File: config.mk
export PLATFORM = sky130hd
export DESIGN_NAME = udc_counter
export DESIGN_NICKNAME = d
export VERILOG_FILES = /design/src/rtl/udc_pkg.sv /design/src/rtl/udc_term_chain.sv /design/src/rtl/udc_tstage.sv /design/src/rtl/udc_counter.sv
export SDC_FILE = /design/constraint.sdc
export NUM_CORES = 1
export LEC_CHECK = 0
export ABC_AREA = 1
export BUFFER_PORTS_ARGS = -buffer_cell sky130_fd_sc_hd__buf_4
export CAP_MARGIN = 30
export CORE_MARGIN = 1.5
export CORE_UTILIZATION = 40
export DETAILED_ROUTE_END_ITERATION = 10
export PLACE_DENSITY = 0.6
export REMOVE_ABC_BUFFERS = 1
export SYNTH_ARGS = -nofsm -noshare
export SYNTH_HDL_FRONTEND = slang
export SYNTH_HIERARCHICAL = 1
export SYNTH_SLANG_ARGS = --single-unit
File: constraint.sdc
create_clock -name clk -period 1.7 [get_ports clk]
set_input_delay 0.255 -clock clk [delete_from_list [all_inputs] [get_ports clk]]
set_output_delay 0.255 -clock clk [all_outputs]
set_load 0.01 [all_outputs]
File: src/rtl/udc_pkg.sv
package udc_pkg;

    typedef enum logic {
        DIR_DOWN = 1'b0,
        DIR_UP   = 1'b1
    } dir_e;

    typedef enum logic [1:0] {
        OP_HOLD  = 2'd0,
        OP_STEP  = 2'd1,
        OP_LOAD  = 2'd2,
        OP_CLEAR = 2'd3
    } op_e;

    typedef struct packed {
        op_e  op;
        dir_e dir;
    } ctrl_t;

    // Priority: clear over load over step over hold
    function automatic op_e pick_op(input logic rst, input logic load, input logic en);
        if (rst)       return OP_CLEAR;
        else if (load) return OP_LOAD;
        else if (en)   return OP_STEP;
        else           return OP_HOLD;
    endfunction

endpackage

File: src/rtl/udc_term_chain.sv
module udc_term_chain
    import udc_pkg::*;
#(
    parameter int WIDTH = 4
) (
    input  logic [WIDTH-1:0] q,
    input  dir_e             dir,
    input  logic             cin,
    output logic [WIDTH-1:0] toggle,
    output logic             term
);
    // Running products of the lower bits: all ones / all zeros below bit i
    logic [WIDTH:0] ones_below;
    logic [WIDTH:0] zeros_below;

    assign ones_below[0]  = 1'b1;
    assign zeros_below[0] = 1'b1;

    for (genvar i = 0; i < WIDTH; i++) begin : g_chain
        assign ones_below[i+1]  = ones_below[i]  & q[i];
        assign zeros_below[i+1] = zeros_below[i] & ~q[i];
        assign toggle[i] = cin & ((dir == DIR_UP) ? ones_below[i] : zeros_below[i]);
    end

    assign term = cin & ((dir == DIR_UP) ? ones_below[WIDTH] : zeros_below[WIDTH]);

endmodule

File: src/rtl/udc_tstage.sv
module udc_tstage
    import udc_pkg::*;
(
    input  logic clk,
    input  op_e  op,
    input  logic tgl,
    input  logic ld_bit,
    output logic q
);
    always_ff @(posedge clk) begin
        case (op)
            OP_CLEAR: q <= 1'b0;
            OP_LOAD:  q <= ld_bit;
            OP_STEP:  q <= q ^ tgl;
            default:  q <= q;
        endcase
    end

endmodule

File: src/rtl/udc_counter.sv
module udc_counter
    import udc_pkg::*;
#(
    parameter int WIDTH = 4
) (
    input  logic             clk,
    input  logic             rst,
    input  logic             dir_up,
    input  logic             load_en,
    input  logic [WIDTH-1:0] load_val,
    input  logic             cin,
    output logic [WIDTH-1:0] count,
    output logic             cout
);
    localparam logic [WIDTH-1:0] ALL_ONES = {WIDTH{1'b1}};
    localparam logic [WIDTH-1:0] ONE      = WIDTH'(1);

    ctrl_t            ctrl;
    logic [WIDTH-1:0] toggle;

    assign ctrl.op  = pick_op(rst, load_en, cin);
    assign ctrl.dir = dir_e'(dir_up);

    udc_term_chain #(.WIDTH(WIDTH)) i_chain (
        .q      (count),
        .dir    (ctrl.dir),
        .cin    (cin),
        .toggle (toggle),
        .term   (cout)
    );

    for (genvar i = 0; i < WIDTH; i++) begin : g_bit
        udc_tstage i_stage (
            .clk    (clk),
            .op     (ctrl.op),
            .tgl    (toggle[i]),
            .ld_bit (load_val[i]),
            .q      (count[i])
        );
    end

    // up step
    a_r1_up_step: assert property (@(posedge clk) disable iff (rst)
        (!load_en && cin && dir_up) |=> (count == $past(count) + ONE));

    // down step
    a_r2_down_step: assert property (@(posedge clk) disable iff (rst)
        (!load_en && cin && !dir_up) |=> (count == $past(count) - ONE));

    // load wins over counting
    a_r3_load: assert property (@(posedge clk) disable iff (rst)
        load_en |=> (count == $past(load_val)));

    // synchronous clear with top priority
    a_r4_clear: assert property (@(posedge clk)
        rst |=> (count == '0));

    // hold when not enabled
    a_r5_hold: assert property (@(posedge clk) disable iff (rst)
        (!load_en && !cin) |=> $stable(count));

    // carry/borrow predicts a wrap on the next enabled step
    a_r6_wrap_up: assert property (@(posedge clk) disable iff (rst)
        (cout && dir_up && !load_en) |=> (count == '0));

    a_r6_wrap_down: assert property (@(posedge clk) disable iff (rst)
        (cout && !dir_up && !load_en) |=> (count == ALL_ONES));

    a_r6_needs_cin: assert property (@(posedge clk) disable iff (rst)
        !cin |-> !cout);

endmodule

[Word level (Yosys, flattened, before mapping)]
Cells that the tools add are included.
Cells by class
  reduce and logical (&&, ||, !) cells: 1
  eq/ne operators: 3
  muxes and demuxes: 11
  bitwise logic cells: 18
Operators with widths (count)
  $pmux 1 s3: 4
  $and 1x1->1: 10
  $mux 1: 5
  $eq 2x2->1 const B: 2
  $mux 2: 2
  $not 1->1: 4
  $xor 1x1->1: 4
  $reduce_bool 3->1: 1
  $eq 2x1->1 const B: 1
Storage, ports and cells
  flip-flop bits (word level): 4
  input bits: 9
  output and inout bits: 5

[Depth between registers and ports, before layout]
Gate-level depths: netlist (run 1).
  depth in word-level cells: 7
  depth in mapped cells: 9

[Modules after synthesis]
Netlist (run 1), hierarchy kept.
By module, submodules not included
  udc_tstage: cells an instance 15, area an instance 120.1 µm², instances 4, seq. area each 30.0 µm²
  udc_term_chain: cells an instance 22, area an instance 103.8 µm², instances 1, seq. area each 0.0 µm²
  udc_counter: cells an instance 5, area an instance 18.8 µm², instances 1, seq. area each 0.0 µm²

[Worst setup path before layout (run 1)]
Ideal clock, no wire load.
  path kind: reg2reg
  from: register g_bit[1].i_stage.q
  to: register g_bit[3].i_stage.q, data pin
  path slack: 0.362 ns
  stages on the path, launching flop included: 9
  path buffers: 0
  library setup time: 0.253 ns
  data required time: 1.447 ns
  data arrival time: 1.085 ns
  cell sequence: edfxtp_1 -> nor2_2 -> nand2_1 -> nand2_1 -> nand2_1 -> nor2_1 -> nand2_1 -> nand3_2 -> a21oi_2
On the way
  cells in the longest elaborated chain, start to end: 7
  elaborated cells on any way between the ends: 9
  those cells by class: 2 x mux; 7 x bitwise
Ends and longest elaborated chain
  start, declared: RTL line udc_tstage.sv:8  | output logic q
  start signal, assigned: RTL line udc_tstage.sv:13  | OP_LOAD: q <= ld_bit;
  start signal, assigned: RTL line udc_tstage.sv:14  | OP_STEP: q <= q ^ tgl;
  start signal, assigned: RTL line udc_tstage.sv:15  | default: q <= q;
  $not 1->1: RTL line udc_term_chain.sv:21  | assign zeros_below[i+1] = zeros_below[i] & ~q[i];
  $and 1x1->1 (2 in a row): RTL line udc_term_chain.sv:21
  $mux 1 *: RTL line udc_term_chain.sv:22  | assign toggle[i] = cin & ((dir == DIR_UP) ? ones_below[i] : zeros_below[i]);
  $and 1x1->1 *: RTL line udc_term_chain.sv:22
  named net toggle[3]: RTL line udc_counter.sv:19  | logic [WIDTH-1:0] toggle;
  $xor 1x1->1 *: RTL line udc_tstage.sv:14
  $pmux 1 s3 *: RTL line udc_tstage.sv:11  | case (op)
  end signal, assigned: RTL line udc_tstage.sv:13
  end signal, assigned: RTL line udc_tstage.sv:14
  end signal, assigned: RTL line udc_tstage.sv:15
  end, declared: RTL line udc_tstage.sv:8
The timed path passes the listed nets; every way through them passes the cells marked *.
A chain may end at the register's enable or synchronous reset.

[Worst setup path after layout (run 1)]
  from: register g_bit[0].i_stage.q
  to: output cout
On the way
  cells in the longest elaborated chain, start to end: 6
  elaborated cells on any way between the ends: 9
  those cells by class: 1 x mux; 8 x bitwise
Ends and longest elaborated chain
  start, declared: RTL line udc_tstage.sv:8
  start signal, assigned: RTL line udc_tstage.sv:13
  start signal, assigned: RTL line udc_tstage.sv:14
  start signal, assigned: RTL line udc_tstage.sv:15
  $not 1->1: RTL line udc_term_chain.sv:21
  $and 1x1->1 (3 in a row): RTL line udc_term_chain.sv:21
  $mux 1 *: RTL line udc_term_chain.sv:25  | assign term = cin & ((dir == DIR_UP) ? ones_below[WIDTH] : zeros_below[WIDTH]);
  $and 1x1->1 *: RTL line udc_term_chain.sv:25
  end, declared: RTL line udc_counter.sv:13  | output logic cout
Mark *: on every way between the ends. The rest lies on a longest branch, timed or not.

==> reports/metrics.cfg, run 1 <==
[critical_path]
worst_ep_required_time_ns = 1.44
crit_fanout = 8
critPathSlowestCell = edfxtp_1
crit_path_max_incr_delay_ns = 0.51
worstRegToRegCells = 8
cp-start-kind = flip-flop
r2r-start = g_bit[0].i_stage/q$_DFFE_PP_
arrival_ns = 1.29
worstSetupStartpoint = g_bit[0].i_stage/q$_DFFE_PP_
worst_setup_path_end_kind = primary output
path_cells = nor2_2 -> nand2_1 -> nand2_1 -> nand2_1 -> nor2_2 -> buf_4
cp_common_cell = nand2_1
path_class = reg -> out

[detailed_routing]
wirelength_um = 1030
drc = 0
post_drt_wl_per_cell_um = 8.80
drt_iter0_drc = 8
via_count = 539
postRouteAntennaNets = 0
viasPerCell = 4.61
dr.pass1.iters = 3

[grt]
grt_pass1_vias = 485
gr-total-overflow = 0
antenna_found_initial = 0
grt_usage = 0.143
grt_pass1_wl_um = 1880
grt_max_degree = 9

[placement]
dp_hpwl_um = 853
post-place-cells = 114
finalWeightedCongestion = 0.774
io_buffers = 13
postPlaceCellArea_um2 = 712

[synthesis]
synth-seq-cells = 4
ys_seq_area_frac = 0.199
synth_top_family_by_area = simple AND/OR/NAND/NOR gates
synth_area_leader_cell = ha_1
synth_mux_area_frac = 0
synth_compound_area_frac = 0.0913
synth_area_um2 = 603
syn_area_per_cell_um2 = 6.93
ys_warn_count = 6
synth_simple_gate_area_frac = 0.261
synth_adder_area_share = 0.249
synthXorXnorAreaFrac = 0
synth.distinct_cells = 13
synthCells = 87
yosys.area.top_type_share = 0.249
yosys-top-cells-area = ha_1, edfxtp_1, inv_1

[flow_run]
drv_cap = 0

[timing]
hold_slack_ns = 0.362
fin_crit_ns = 1.54
hold_violations = 0
skew_ns = 0.000541
setup_viol = 0
fin_crit_sh = 0.909
setup_tns_ns = 0
rsz0062_at_grt = no
slew_violations = 0
max_freq_mhz = 647
max_slew.worst_pin.slew_ns = 0.285
maxSlewHeadroom = 0.810

[clock_network]
h-tree-depth = 1
clk_latency_ns = 0.24
clkSinkCount = 4
cts_setup_buffers = 0
cts_tree = built
ctsResizeCount = 0
cts_buffers = 3
cts_root_buffer = clkbuf_4
cts_hold_buf = 0
clock_path_buffers = 2
cts.clk_slew.worst_paths_ns = 0.04

[power]
p_int_w = 0.000252
peakVddDrop_mv = 0.268
p_per_area_mw_per_mm2 = 521
power.switching_w = 0.000131
pwr-share-seq = 0.345
switching_share = 0.341
clkPwrFrac = 0.336
combPwrFrac = 0.319
leakage_nw = 0.426

[outcome]
status = completed

[cells_and_area]
fin_area_um2 = 734
antennaDiodeCount = 0
drive_gt1_frac = 0.275
largest_register = g_bit.i_stage/q
reg.largest.list = g_bit.i_stage/q: 4 flops
final_nets = 125
final_cells = 117
area_delta_synth_final_pct = 21.8
largest_reg_flops = 4
n_fill_cell = 150

[worst_hold_path]
min_from = load_val[3]
min_path_type = in -> reg
holdPathStages = 3

[die]
die_w_um = 41.8
ios = 14
std_cell_rows = 13
die-area_mm2 = 0.00175
die_height_um = 41.8
initial_core_util = 0.447
design.core.area_mm2 = 0.00135

[cell type report]
type,instances,area [um2],area share
Clock buffer,3,22.5,0.0307
Inverter,30,113,0.153
Multi-Input combinational cell,52,363,0.494
Timing Repair Buffer,13,97.6,0.133
Sequential cell,4,120,0.164
Tap cell,15,18.8,0.0256
[critical path, delay by kind of cell (launching register included)]
family	cells	cell delay [ns]
AND/OR/NAND/NOR	5	0.42
buffers and inverters	1	0.12
flip-flops	1	0.51
[layout by cell type, fill, tap and decap left out, drive strengths merged]
cell | Yosys | routed
ha | 12 | 12
edfxtp | 4 | 4
buf | 1 | 13
o21ai | 1 | 1
nand3 | 6 | 6
nand2 | 21 | 21
inv | 30 | 30
nor2 | 5 | 5
clkbuf | 0 | 3
a21oi | 7 | 7
[power groups by stage]
stage / logic (W) / registers, W / clock network, W
2_1_floorplan: 0.0000759 / 0.000135 / 0
3_3_place_gp: 0.000121 / 0.000133 / 0
6_report: 0.000122 / 0.000132 / 0.000129
5_1_grt: 0.000141 / 0.000134 / 0.000135
3_5_place_dp: 0.000123 / 0.000134 / 0
4_1_cts: 0.000125 / 0.000132 / 0.000130
[final timing paths]
kind         slack, ns                      endpoint
max               0.16                          cout
min               0.36  g_bit[3].i_stage/q$_DFFE_PP_
max reg2reg       0.32  g_bit[3].i_stage/q$_DFFE_PP_
min reg2reg       0.77  g_bit[3].i_stage/q$_DFFE_PP_
[metal layers]
layer  GRT usage  share of wire
met5           0              0
met4       0.116          0.031
met3      0.0261          0.045
met2       0.225           0.48
met1       0.168           0.45
[cells in the mapped netlist]
library cell  instances
nor2_1                3
inv_1                29
nand3_1               1
o21ai_0               1
nand3_2               5
nor2_2                2
ha_1                 12
a21oi_2               4
nand2_1              21
a21oi_1               3
edfxtp_1              4
buf_4                 1
inv_2                 1
[through the flow]
step / worst slack (ns) / util / total power, W
6_report: 0.155 / 0.544 / 0.000383
5_1_grt: 0.0546 / 0.544 / 0.000410
4_1_cts: 0.155 / 0.544 / 0.000386
3_5_place_dp: 0.257 / 0.527 / 0.000257
3_3_place_gp: 0.280 / 0.527 / 0.000254
2_1_floorplan: 0.362 / - / 0.000211
[kinds of logic after synthesis]
logic type                 Yosys count
DFF                                  4
adders and majority gates           12
AOI/OAI and AO/OA                    8
buffers and inverters               31
and+or+nand+nor                     32
Note: power is estimated with default switching activity, not from simulation.
==> run 2: changes to the inputs <==
--- a/config.mk
+++ b/config.mk
@@ -7,11 +7,10 @@
 export LEC_CHECK = 0
 export ABC_AREA = 1
 export BUFFER_PORTS_ARGS = -buffer_cell sky130_fd_sc_hd__buf_4
-export CAP_MARGIN = 30
 export CORE_MARGIN = 1.5
 export CORE_UTILIZATION = 40
 export DETAILED_ROUTE_END_ITERATION = 10
-export PLACE_DENSITY = 0.6
+export PLACE_DENSITY = 0.63
 export REMOVE_ABC_BUFFERS = 1
 export SYNTH_ARGS = -nofsm -noshare
 export SYNTH_HDL_FRONTEND = slang
==> constraint.sdc (replaced) <==
create_clock -name clk -period 1.3 [get_ports clk]
set_input_delay 0.195 -clock clk [delete_from_list [all_inputs] [get_ports clk]]
set_output_delay 0.195 -clock clk [all_outputs]
set_load 0.01 [all_outputs]
==> run 2 against run 1 <==
  * The flow now finishes with violations (negative setup slack)
  * Via count decreased by 0.19%
  * First-iteration DRC count down 75%
  * Global-route usage rose by 1.3 points
  * Clock power grew 24%
  * Final area rose by 13%
  * Final cell count increased by 6.8%
  * Register-to-register slack worse by 0.39 ns
  * Power up 39%
  * Wire length is 5.0% higher
  * Critical endpoint unchanged
  * Highest routed layer unchanged
==> reports/metrics.cfg, run 2 (synthesized netlist as in run 1, its figures left out) <==
[cells_and_area]
reg.largest.list = g_bit.i_stage/q: 4 flops
layout_common_cells = inv_1, nand2_1, buf_4, ha_1, a21oi_2
final_cells = 125  ; +6.8%
final_common_cell = inv_1
final_nets = 133  ; +6.4%
area_delta_synth_final_pct = 37.1
largest_register = g_bit.i_stage/q
largest_reg_flops = 4  ; unchanged
antennaDiodeCount = 0  ; unchanged
drive_gt1_frac = 0.373  ; +0.0982

[die]
die_height_um = 41.8  ; unchanged
die-area_mm2 = 0.00175  ; unchanged
ios = 14  ; unchanged
std_cell_rows = 13  ; unchanged
design.core.area_mm2 = 0.00135  ; unchanged
die_w_um = 41.8  ; unchanged
initial_core_util = 0.447  ; unchanged

[worst_hold_path]
worstHoldEndpoint = g_bit[0].i_stage/q$_DFFE_PP_
holdPathStages = 3  ; unchanged
min_from = load_val[0]
min_path_type = in -> reg

[timing]
skew_ns = 0.00709  ; +0.00655 ns
hold_slack_ns = 0.313  ; -0.0490 ns
rsz0062_at_grt = yes
maxSlewHeadroom = 0.814  ; +0.00477
hold_violations = 0  ; unchanged
fin_crit_sh = 1.10
fin_crit_ns = 1.42
slew_violations = 0  ; unchanged
max_slew.worst_pin.slew_ns = 0.278  ; -0.00713 ns
setup_ws_ns = -0.125  ; -0.280 ns
setup_viol = 4  ; +4
max_freq_mhz = 702

[critical_path]
cp-start-kind = flip-flop
arrival_ns = 1.23  ; -0.06 ns
cp_common_cell = nor2_2
worstSetupStartpoint = g_bit[0].i_stage/q$_DFFE_PP_
crit_buf_inv = 2  ; +1
crit_fanout = 5  ; -3
critPathSlowestCell = edfxtp_1
crit_family = flip-flops
worst_ep_required_time_ns = 1.11  ; -0.33 ns
path_depth = 6  ; unchanged
r2r-start = g_bit[0].i_stage/q$_DFFE_PP_
crit_path_max_incr_delay_ns = 0.45  ; -0.06 ns
worst_setup_path_end_kind = primary output
worstRegToRegCells = 7  ; -1
r2r_slack_ns = -0.07  ; -0.39 ns
worstReg2RegEnd = g_bit[2].i_stage/q$_DFFE_PP_
path_class = reg -> out
path_cells = buf_6 -> nand3_4 -> nor2_2 -> nor2_1 -> nor2_2 -> buf_4

[power]
p_per_area_mw_per_mm2 = 645  ; +24%
leakage_nw = 0.467  ; +9.6%
peakVddDrop_mv = 0.434  ; +62%
power_w = 0.000534  ; +39%

[grt]
antenna_found_initial = 0  ; unchanged
grt_max_degree = 9  ; unchanged
grt_usage = 0.157  ; +0.0135
grt_pass1_wl_um = 2030  ; +7.7%
grt_pass1_vias = 495  ; +2.1%
gr-total-overflow = 0  ; unchanged

[outcome]
status = complete, but fails checks
violations = negative setup slack

[placement]
dpl_worst_slack_ns = -0.0503  ; -0.307 ns
post-place-cells = 120  ; +5.3%
finalWeightedCongestion = 0.756  ; -2.3%
dp_hpwl_um = 818  ; -4.0%
io_buffers = 13  ; unchanged

[detailed_routing]
via_count = 538  ; -0.19%
post_drt_wl_per_cell_um = 8.66  ; -1.7%
viasPerCell = 4.30  ; -6.6%
postRouteAntennaNets = 0  ; unchanged
wirelength_um = 1080  ; +5.0%
dr.pass1.iters = 3  ; unchanged
drt_iter0_drc = 2  ; -6
drc = 0  ; unchanged

[clock_network]
clk_latency_ns = 0.24  ; about the same
cts_tree = built
clock_path_buffers = 2  ; unchanged
cts_hold_buf = 0  ; unchanged
cts_buffers = 3  ; unchanged
h-tree-depth = 1  ; unchanged
clkSinkCount = 4  ; unchanged
cts_root_buffer = clkbuf_4
cts.clk_slew.worst_paths_ns = 0.04  ; about the same

[flow_run]
drv_cap = 0  ; unchanged

[run 2: changes by cell type in the layout (fill, tap and decap cells not counted), sizes merged]
cell	before	now
buf	13	21
[run 2: layer usage]
metal	up-vias	part of all wire	GRT usage	wire, um
met5	-	0	0	0
met2	13	0.45	0.222	482
met1	220	0.49	0.197	534
met4	0	0.031	0.148	34
li1	301	-	-	-
met3	4	0.029	0.0261	31
[run 2: worst reg2reg max path, delay by kind of cell (launching register included)]
family	cells	cell delay [ns]
DFF	1	0.42
buffers and inverters	2	0.27
and+or+nand+nor	3	0.24
AOI/OAI and AO/OA	2	0.19
[run 2: layout make-up]
| type | instances | area [um2] |
|---|---|---|
| clock buffers | 3 | 22.5 |
| fillers | 140 | 523 |
| inverters | 30 | 113 |
| multi-input cells | 52 | 388 |
| flip-flops and latches | 4 | 120 |
| well taps | 15 | 18.8 |
| repair buffers | 21 | 165 |
[run 2: metrics by stage]
step            util  cell area [um2]  setup TNS, ns
6_report       0.613              827         -0.255
4_1_cts        0.598              807         -0.266
3_5_place_dp   0.561              757         -0.190
3_3_place_gp   0.561              757         -0.146
5_1_grt        0.613              827         -0.618
2_1_floorplan      -              596        -0.0377
[run 2: how the worst max path moves through the flow]
| stage | endpoint | slack, ns |
|---|---|---|
| floorplan | g_bit[3].i_stage/q$_DFFE_PP_ | -0.04 |
| global placement | g_bit[3].i_stage/q$_DFFE_PP_ | -0.04 |
| detailed placement | g_bit[2].i_stage/q$_DFFE_PP_ | -0.05 |
| CTS | cout | -0.16 |
| global route | cout | -0.20 |
| finish | cout | -0.12 |
[run 2: repair_timing]
action | 4_1_cts | 5_1_grt
setup endpoints to repair | 2 | 5
setup buffers | 1 | 1
pin swaps | 5 | 2
resized for setup | 5 | 3
[run 2: where the power goes]
group / switching, W / leakage [nW] / internal (W)
Clock: 0.0000562 / 0.0138 / 0.000104
Combinational: 0.000107 / 0.406 / 0.0000988
Sequential: 0.0000132 / 0.0467 / 0.000155
==> run 3: changes to the inputs <==
--- a/config.mk
+++ b/config.mk
@@ -7,12 +7,11 @@
 export LEC_CHECK = 0
 export ABC_AREA = 1
 export BUFFER_PORTS_ARGS = -buffer_cell sky130_fd_sc_hd__buf_4
-export CORE_MARGIN = 1.5
-export CORE_UTILIZATION = 40
+export CORE_AREA = 2 2 39 41
 export DETAILED_ROUTE_END_ITERATION = 10
-export PLACE_DENSITY = 0.63
+export DIE_AREA = 0 0 41 43
+export PLACE_DENSITY = 0.52
 export REMOVE_ABC_BUFFERS = 1
 export SYNTH_ARGS = -nofsm -noshare
 export SYNTH_HDL_FRONTEND = slang
-export SYNTH_HIERARCHICAL = 1
 export SYNTH_SLANG_ARGS = --single-unit
==> run 3 against run 2 <==
  * Final cell count decreased by 28%
  * Flip-flop and latch count unchanged
  * Synthesized cell count decreased by 33%
  * The run still ends with negative setup slack left
  * Critical endpoint unchanged
  * Fmax decreased by 2.1%
  * Critical path depth unchanged
==> reports/metrics.cfg, run 3 <==
[outcome]
status = complete, but fails checks
violations = negative setup slack

[synthesis]
synth_area_um2 = 398  ; -34%
synthCells = 58  ; -33%
ys_warn_count = 0  ; -6
syn_area_per_cell_um2 = 6.86  ; -1.0%
yosys.area.top_type_share = 0.302  ; +0.0529
synth.most_common_cell = nand2_1
synth.top_cells.by_count = nand2_1, inv_1, nand3_1, nor2_1
async_flop_share = 0  ; unchanged
synth_ff_type = edfxtp_1
synth_area_leader_cell = edfxtp_1
synth_edf_count = 4  ; unchanged
synth-seq-cells = 4  ; unchanged
yosys-top-cells-area = edfxtp_1, nand2_1, ha_1
ys_seq_area_frac = 0.302  ; +0.103
synth.distinct_cells = 14  ; +1

[cells_and_area]
seqCellArea_um2 = 120  ; unchanged
n_fill_cell = 167  ; +19%
layout_common_cells = buf_4, nand2_1, nor2_1, inv_1, nand3_1
area_delta_synth_final_pct = 37.7
final_nets = 88  ; -34%
reg.largest.list = g_bit.i_stage.q: 4 flops
post-route-util = 0.396  ; -0.217
drive_gt1_frac = 0.378  ; +0.00565
multi_input_area_um2 = 228  ; -41%
antennaDiodeCount = 0  ; unchanged
final_common_cell = buf_4
largest_reg_flops = 4  ; unchanged
largest_register = g_bit.i_stage.q

[detailed_routing]
viasPerCell = 4.27  ; -0.87%
postRouteAntennaNets = 0  ; unchanged
via_count = 384  ; -29%
drc = 0  ; unchanged
dr.pass1.iters = 3  ; unchanged
wirelength_um = 831  ; -23%
post_drt_wl_per_cell_um = 9.23  ; +6.7%
drt_iter0_drc = 2  ; unchanged

[die]
die_w_um = 41  ; -2.0%
design.core.area_mm2 = 0.00138  ; +2.5%
std_cell_rows = 14  ; +1
die-area_mm2 = 0.00176  ; +0.76%
die_height_um = 43  ; +2.8%
ios = 14  ; unchanged
initial_core_util = 0.288  ; -0.159

[placement]
finalWeightedCongestion = 0.649  ; -14%
io_buffers = 13  ; unchanged
dpl_worst_slack_ns = -0.0773  ; -0.0270 ns
dp_hpwl_um = 621  ; -24%

[power]
peakVddDrop_mv = 0.367  ; -16%
combPwrFrac = 0.301  ; -0.084
pwr-share-seq = 0.359  ; +0.044
leakage_nw = 0.278  ; -40%
power.switching_w = 0.000134  ; -24%
clkPwrFrac = 0.340  ; +0.040
p_int_w = 0.000325  ; -9.1%
p_per_area_mw_per_mm2 = 838  ; +30%
switching_share = 0.292  ; -0.0386

[timing]
skew_ns = 0.00223  ; -0.00486 ns
hold_violations = 0  ; unchanged
max_slew.worst_pin.slew_ns = 0.246  ; -0.0317 ns
slew_violations = 0  ; unchanged
fin_crit_sh = 1.12  ; +0.0238
fin_crit_ns = 1.46  ; +0.0310 ns
max_freq_mhz = 687  ; -2.1%
setup_viol = 1  ; -3
hold_slack_ns = 0.307  ; -0.00665 ns
rsz0062_at_grt = yes
setup_ws_ns = -0.156  ; -0.0310 ns
maxSlewHeadroom = 0.835  ; +0.0210

[clock_network]
h-tree-depth = 1  ; unchanged
cts_hold_buf = 0  ; unchanged
cts.clk_slew.worst_paths_ns = 0.04  ; about the same
cts_buffers = 3  ; unchanged
cts_root_buffer = clkbuf_4
clkSinkCount = 4  ; unchanged
clk_latency_ns = 0.24  ; about the same
cts_tree = built
clock_path_buffers = 2  ; unchanged

[grt]
gr-total-overflow = 0  ; unchanged
grt_pass1_wl_um = 1370  ; -32%
grt_usage = 0.120  ; -0.0367
grt_max_degree = 7  ; -2
grt_pass1_vias = 367  ; -26%
antenna_found_initial = 0  ; unchanged

[critical_path]
path_cells = nor2_1 -> nand2_1 -> nand2_2 -> nand2_2 -> nor3_2 -> buf_4
worst_setup_path_end_kind = primary output
critPathSlowestCell = edfxtp_1
cp_common_cell = nand2_2
worst_ep_required_time_ns = 1.11  ; about the same
arrival_ns = 1.26  ; +0.03 ns
cp-start-kind = flip-flop
path_class = reg -> out
crit_fanout = 4  ; -1
crit_path_max_incr_delay_ns = 0.41  ; -0.04 ns

[flow_run]
drv_cap = 0  ; unchanged

[worst_hold_path]
min_path_type = in -> reg

==> run 3: cell count changes in the layout (fill, tap and decap cells not counted), sizes merged <==
cell,delta
a21o,+1
buf,-4
ha,-9
nor3,+1
inv,-22
nand3,+2
o21ai,-1
a21oi,-3
nor2,+3
nand2,-4
==> run 3: area by class of cell <==
class                           count  share of cell area
Inverter                            8              0.0548
Multi-Input combinational cell     42               0.416
Sequential cell                     4               0.219
Tap cell                           16              0.0365
Timing Repair Buffer               17               0.233
Clock buffer                        3              0.0411
==> run 3: critical path: cells and delay by family, from the launching register on <==
kind	cells	cell delay, ns
buf+inv	1	0.14
flops	1	0.41
simple gates	5	0.46
==> run 3: worst paths after layout <==
kind / start / end / slack [ns] / cells after the start
worst max-delay path: g_bit[0].i_stage.q$_DFFE_PP_ / cout / -0.16 / 6
worst min-delay path: load_val[2] / g_bit[2].i_stage.q$_DFFE_PP_ / 0.31 / 3
worst max register to register: g_bit[0].i_stage.q$_DFFE_PP_ / g_bit[1].i_stage.q$_DFFE_PP_ / 0.05 / 6
worst min register to register: g_bit[2].i_stage.q$_DFFE_PP_ / g_bit[2].i_stage.q$_DFFE_PP_ / 0.78 / 3
==> run 3: what timing repair did <==
action                                  CTS  global route
endpoints found under the setup margin    1             2
buffers inserted                          1             0
gates resized for setup                   2             2
==> run 3: metrics by stage <==
stage / TNS [ns] / total power, W / instances / area, um2
after floorplan: 0 / 0.000235 / 54 / 368
after global placement: -0.135 / 0.000295 / 86 / 508
after detailed placement: -0.274 / 0.000296 / 86 / 508
after CTS: -0.141 / 0.000461 / 90 / 546
after global routing: -0.274 / 0.000483 / 90 / 548
final: -0.156 / 0.000459 / 90 / 548
==> run 3: kinds of logic after synthesis <==
group                    Yosys count  share of synthesized area
AO/OA/AOI/OAI                      5                     0.0786
AND/OR/NAND/NOR                   34                      0.374
buffers and inverters             12                      0.151
flip-flops                         4                      0.302
adder cells (fa/ha/maj)            3                     0.0943
==> run 3: power by group through the flow <==
stage / clock (W) / sequential [W] / combinational (W)
finish: 0.000156 / 0.000165 / 0.000138
global route: 0.000161 / 0.000167 / 0.000156
CTS: 0.000160 / 0.000165 / 0.000136
detailed placement: 0 / 0.000167 / 0.000129
global placement: 0 / 0.000167 / 0.000129
floorplan: 0 / 0.000171 / 0.0000633
==> run 3: per-layer routing <==
layer / global-route usage / vias to the layer above / wire length, um
met1: 0.125 / 154 / 351
met2: 0.197 / 10 / 411
met5: 0 / - / 0
met4: 0.100 / 0 / 31
li1: - / 215 / -
met3: 0.0157 / 5 / 36
